--- src/rtl/fir_seq_pkg.sv ---
package fir_seq_pkg;
  // default address width: one frame is 2**FSQ_ADDR_W clocks
  localparam int unsigned FSQ_ADDR_W  = 8;
  // default RAM read latency and multiplier pipeline depth
  localparam int unsigned FSQ_RD_LAT  = 1;
  localparam int unsigned FSQ_MUL_LAT = 2;
endpackage

--- src/rtl/fir_seq_frame_ctr.sv ---
module fir_seq_frame_ctr #(
  parameter int unsigned ADDR_W = fir_seq_pkg::FSQ_ADDR_W
) (
  input  logic              clk,
  input  logic              rst,
  output logic [ADDR_W-1:0] cnt,
  output logic              frame_end,
  output logic              wr_en,
  output logic              slow_clk
);
  localparam logic [ADDR_W-1:0] LAST = {ADDR_W{1'b1}};
  localparam logic [ADDR_W-1:0] HALF = {1'b1, {(ADDR_W-1){1'b0}}};

  logic [ADDR_W-1:0] cnt_nxt;

  assign cnt_nxt   = cnt + 1'b1;
  assign frame_end = (cnt == LAST);

  // outputs are registered from the next counter value, so they align with cnt
  always_ff @(posedge clk) begin
    if (rst) begin
      cnt      <= '0;
      wr_en    <= 1'b1;
      slow_clk <= 1'b1;
    end else begin
      cnt      <= cnt_nxt;
      wr_en    <= (cnt_nxt == '0);
      slow_clk <= ~cnt_nxt[ADDR_W-1];
    end
  end

  p_cnt_step_r2: assert property (@(posedge clk) disable iff (rst)
    1'b1 |=> cnt == $past(cnt) + 1'b1)
    else $error("counter did not step by one");

  p_wr_en_phase_r5: assert property (@(posedge clk) disable iff (rst)
    wr_en == (cnt == '0))
    else $error("write enable off its phase");

  p_slow_clk_half_r6: assert property (@(posedge clk) disable iff (rst)
    slow_clk == (cnt < HALF))
    else $error("sample clock off its phase");
endmodule

--- src/rtl/fir_seq_rot_addr.sv ---
module fir_seq_rot_addr #(
  parameter int unsigned ADDR_W = fir_seq_pkg::FSQ_ADDR_W
) (
  input  logic              clk,
  input  logic              rst,
  input  logic              frame_end,
  output logic [ADDR_W-1:0] rd_addr,
  output logic [ADDR_W-1:0] wr_addr
);
  logic [ADDR_W-1:0] step;

  // counter +1 and offset +1 at a frame boundary add up to a step of two
  assign step = frame_end ? ADDR_W'(2) : ADDR_W'(1);

  always_ff @(posedge clk) begin
    if (rst) begin
      rd_addr <= '0;
      wr_addr <= '0;
    end else begin
      rd_addr <= rd_addr + step;
      wr_addr <= rd_addr;
    end
  end

  p_rd_step_r3: assert property (@(posedge clk) disable iff (rst)
    1'b1 |=> rd_addr == $past(rd_addr) + ($past(frame_end) ? ADDR_W'(2) : ADDR_W'(1)))
    else $error("read address step wrong");

  p_wr_lag_r4: assert property (@(posedge clk) disable iff (rst)
    1'b1 |=> wr_addr == $past(rd_addr))
    else $error("write address not one clock behind");
endmodule

--- src/rtl/fir_seq_pulse_dly.sv ---
module fir_seq_pulse_dly #(
  parameter int unsigned DEPTH = 3
) (
  input  logic clk,
  input  logic rst,
  input  logic din,
  output logic dout
);
  generate
    if (DEPTH == 0) begin : g_thru
      assign dout = din;
    end else begin : g_shift
      logic [DEPTH-1:0] sr;
      always_ff @(posedge clk) begin
        if (rst) sr <= '0;
        else     sr <= {sr[DEPTH-2 >= 0 ? DEPTH-2 : 0 : 0], din} & {DEPTH{1'b1}};
      end
      assign dout = sr[DEPTH-1];
    end
  endgenerate
endmodule

--- src/rtl/fir_addr_seq.sv ---
module fir_addr_seq #(
  parameter int unsigned ADDR_W  = fir_seq_pkg::FSQ_ADDR_W,
  parameter int unsigned RD_LAT  = fir_seq_pkg::FSQ_RD_LAT,
  parameter int unsigned MUL_LAT = fir_seq_pkg::FSQ_MUL_LAT
) (
  input  logic              clk,
  input  logic              rst,
  output logic [ADDR_W-1:0] smp_rd_addr,
  output logic [ADDR_W-1:0] smp_wr_addr,
  output logic [ADDR_W-1:0] coef_rd_addr,
  output logic              smp_wr_en,
  output logic              smp_clk,
  output logic              acc_clear,
  output logic              res_strobe
);
  localparam int unsigned FRAME     = 1 << ADDR_W;
  localparam int unsigned CLR_DLY   = RD_LAT + MUL_LAT;
  // accumulator still holds the full sum in the cycle it is cleared
  localparam int unsigned LATCH_DLY = RD_LAT + MUL_LAT;
  localparam logic [ADDR_W-1:0] CLR_POS   = ADDR_W'(CLR_DLY % FRAME);
  localparam logic [ADDR_W-1:0] LATCH_POS = ADDR_W'(LATCH_DLY % FRAME);

  logic frame_end;

  fir_seq_frame_ctr #(.ADDR_W(ADDR_W)) u_ctr (
    .clk       (clk),
    .rst       (rst),
    .cnt       (coef_rd_addr),
    .frame_end (frame_end),
    .wr_en     (smp_wr_en),
    .slow_clk  (smp_clk)
  );

  fir_seq_rot_addr #(.ADDR_W(ADDR_W)) u_addr (
    .clk       (clk),
    .rst       (rst),
    .frame_end (frame_end),
    .rd_addr   (smp_rd_addr),
    .wr_addr   (smp_wr_addr)
  );

  fir_seq_pulse_dly #(.DEPTH(CLR_DLY)) u_clr_dly (
    .clk  (clk),
    .rst  (rst),
    .din  (smp_wr_en),
    .dout (acc_clear)
  );

  fir_seq_pulse_dly #(.DEPTH(LATCH_DLY)) u_latch_dly (
    .clk  (clk),
    .rst  (rst),
    .din  (smp_wr_en),
    .dout (res_strobe)
  );

  p_clr_phase_r7: assert property (@(posedge clk) disable iff (rst)
    acc_clear == (coef_rd_addr == CLR_POS))
    else $error("accumulator clear off its phase");

  p_latch_phase_r8: assert property (@(posedge clk) disable iff (rst)
    res_strobe == (coef_rd_addr == LATCH_POS))
    else $error("result strobe off its phase");

  p_wr_clk_rise_r6: assert property (@(posedge clk) disable iff (rst)
    $rose(smp_clk) |-> smp_wr_en)
    else $error("sample clock rose without write enable");
endmodule

--- config.mk ---
export PLATFORM = sky130hd
export DESIGN_NAME = fir_addr_seq
export DESIGN_NICKNAME = d
export VERILOG_FILES = /design/src/rtl/fir_seq_pkg.sv /design/src/rtl/fir_seq_frame_ctr.sv /design/src/rtl/fir_seq_rot_addr.sv /design/src/rtl/fir_seq_pulse_dly.sv /design/src/rtl/fir_addr_seq.sv
export SDC_FILE = /design/constraint.sdc
export NUM_CORES = 1
export LEC_CHECK = 0
export ABC_AREA = 1
export BUFFER_PORTS_ARGS = -buffer_cell sky130_fd_sc_hd__buf_2
export CORE_ASPECT_RATIO = 0.9
export CORE_MARGIN = 3
export CORE_UTILIZATION = 51
export DETAILED_ROUTE_END_ITERATION = 6
export GPL_TIMING_DRIVEN = 0
export MAX_ROUTING_LAYER = met4
export PLACE_DENSITY = 0.77
export SLEW_MARGIN = 20
export SYNTH_ARGS = -nofsm -noshare
export SYNTH_HDL_FRONTEND = slang
export SYNTH_HIERARCHICAL = 1
export SYNTH_SLANG_ARGS = --single-unit
--- constraint.sdc ---
create_clock -name clk -period 2.7 [get_ports clk]
set_input_delay 0.135 -clock clk [delete_from_list [all_inputs] [get_ports clk]]
set_output_delay 0.135 -clock clk [all_outputs]
set_load 0.02 [all_outputs]
==> reports/summary.txt <==
Status = finished clean
Vias in the first global route = 942
TritonCTS buffer count = 5
Clock Skews = 6.12 ps
Die Area = 0.00308 mm²
Worst path max stage delay = 460 ps
Post-cts hold buffer count = 0
Gates resized, CTS repair = 0
Hold path cells = 2
Crit path buf inv count = 2
Fin Setup TNS = 0 ps
F_max = 0.429 GHz
Finish-stage setup viols = 0
Netlist cell types = 20
Final #Nets = 202
Clock Sinks = 32
Largest net degree at the start of global routing = 11
Multi-input gate area = 475 µm²
Worst-path clk slew = 90 ps
Worst path cell trace = ha_1, nand2_1, nor4_1, inv_1, fa_1, inv_1, nand2_1, nor2_2, nand3_1, nand2_1, nor2_1
First-pass GRT wire length = 4030 µm
Reg area = 641 µm²
CP Capture Type = register
Die height = 52.9 µm
Share of cells above drive strength 1 = 23.5%
Remaining DRCs = 0
Placed Instances = 215
Drt wl/cell = 10.4 µm
Port Buffers = 29
Final period util = 86.4%
PD cells = 561 mW/mm²
Arrival @ worst endpoint = 2550 ps
Cell area after synthesis = 0.00125 mm²
Post-DRT Antenna Nets = 0
Slew @ Worst Pin = 468 ps
Vias = 1081
Seq cells post-synth = 32
Initial antenna violation count = 0
Row count = 16
Post-route setup slack = 368 ps
# diodes = 0
Slowest-stage cell, CP = fa_1
Crit-path max FO = 7
Layout fillers = 193
Worst vdd ir = 0.453 mV
Crit start category = register
Setup Fix Bufs, Post-CTS = 0
DP Area = 0.00143 mm²
Worst-Skew Late Latency = 320 ps
R2r worst-path depth = 11
Cell repeated most along the worst path = nand2_1
Commonest non-fill, non-tap cell in the layout = dfxtp_1
CTS tree = done
GPL Wtd Cong = 0.774
WP data required = 2920 ps
Final Power = 0.834 mW
GRT Overall Usage = 18.0%
Fin area = 0.00149 mm²
RSZ-0062 raised after global routing = false
CTS root buffer = clkbuf_4
Synth warn = 6
Syn Nets = 166
Critical path depth = 11
Maximum buffer depth of the clock tree = 2
Post-layout util = 66.3%
Via density = 4.85
Leakage = 0.729 nW
Max-cap violations = 0
Area grow syn2layout = 19.0%
Most frequent cells in the layout = 32 x dfxtp_1, 31 x inv_1, 30 x buf_2, 27 x nor2_1, 23 x nand2_1
Global route total overflow = 0
Fin. max-slew vios = 0
Hold Vio Cnt, Final = 0
Seq/Total Area, Yosys = 51.3%
Core ar. = 0.00224 mm²
Place WS = 380 ps
Chip Width = 58.2 µm
WL final = 2320 µm
Number of H-tree levels = 2
Worst rel slew slack = 68.8%
HPWL after detailed placement = 1700 µm
WS Path Type = reg -> reg
Initial Util = 55.7%
Post-route insts no fill = 223
Crit path time final = 2330 ps
IO Pins = 30
DR iter-0 viols = 25
Avg Inst Size Synth = 7.85 µm²
Post-Syn Instances = 159
Family with the most delay on the worst path = simple AND/OR/NAND/NOR gates
Fin Hold WS = 87.3 ps
DR pass1 iterations = 4
Worst min path class = in -> reg
-- power by group --
group / switching (mW) / internal, mW / leakage (nW) / total (mW)
logic: 0.0445 / 0.0221 / 0.435 / 0.0666
clock network: 0.141 / 0.128 / 0.0326 / 0.269
registers: 0.0117 / 0.487 / 0.261 / 0.498
-- state kept, by name, summed over array words and instances, names as in the netlist --
signal / count
u_ctr/wr_en: 1
u_addr/wr_addr: 8
u_ctr/cnt: 8
u_clr_dly/g_shift.sr: 3
u_ctr/slow_clk: 1
u_latch_dly/g_shift.sr: 3
u_addr/rd_addr: 8
-- routing by layer --
metal / up-vias / global-route usage (%) / wire [µm]
met4: 0 / 6.95 / 40
met3: 5 / 6.83 / 141
li1: 562 / - / -
met2: 26 / 27.6 / 1070
met5: - / - / 0
met1: 488 / 21.6 / 1080
-- cell usage after synthesis --
master / instances / share of area, %
a21oi_1: 9 / 3.6
buf_2: 1 / 0.40
clkbuf_1: 1 / 0.30
dfxtp_1: 32 / 51
fa_1: 1 / 1.6
ha_1: 4 / 4.0
inv_1: 31 / 9.3
inv_2: 2 / 0.60
nand2_1: 23 / 6.9
nand2_2: 3 / 1.5
nand3_1: 15 / 6.0
nand3_2: 1 / 0.80
nand4_1: 2 / 1.0
nor2_1: 27 / 8.1
nor2_2: 1 / 0.50
nor2_4: 2 / 1.8
nor4_1: 1 / 0.50
o21ai_0: 1 / 0.40
o21ai_1: 1 / 0.40
o21bai_2: 1 / 0.90
-- path summary, 6_finish.rpt --
kind | from | end | slack, ps
setup / recovery | u_ctr/cnt[0]$_SDFF_PP0_ | u_addr/rd_addr[6]$_SDFF_PP0_ | 370
hold / removal | rst | u_latch_dly/g_shift.sr[0]$_SDFF_PP0_ | 90
setup reg to reg | u_ctr/cnt[0]$_SDFF_PP0_ | u_addr/rd_addr[6]$_SDFF_PP0_ | 370
hold reg to reg | u_clr_dly/g_shift.sr[1]$_SDFF_PP0_ | u_clr_dly/g_shift.sr[2]$_SDFF_PP0_ | 410
-- final cells by class --
type | instances | share of cell area [%]
sequential | 32 | 43.1
tap | 27 | 2.27
buffer | 2 | 0.589
multi-input combinational | 92 | 32.0
clock buffer | 8 | 3.96
timing repair buffer | 29 | 9.76
inverter | 33 | 8.33
-- kinds of logic after synthesis --
kind of cell	count (synthesis)	share of synthesized area, %
compound gates	12	5.31
fa+ha+maj	5	5.61
simple gates	75	27.2
buf+inv	35	10.6
flops	32	51.3
(Power assumes the default switching activity.)
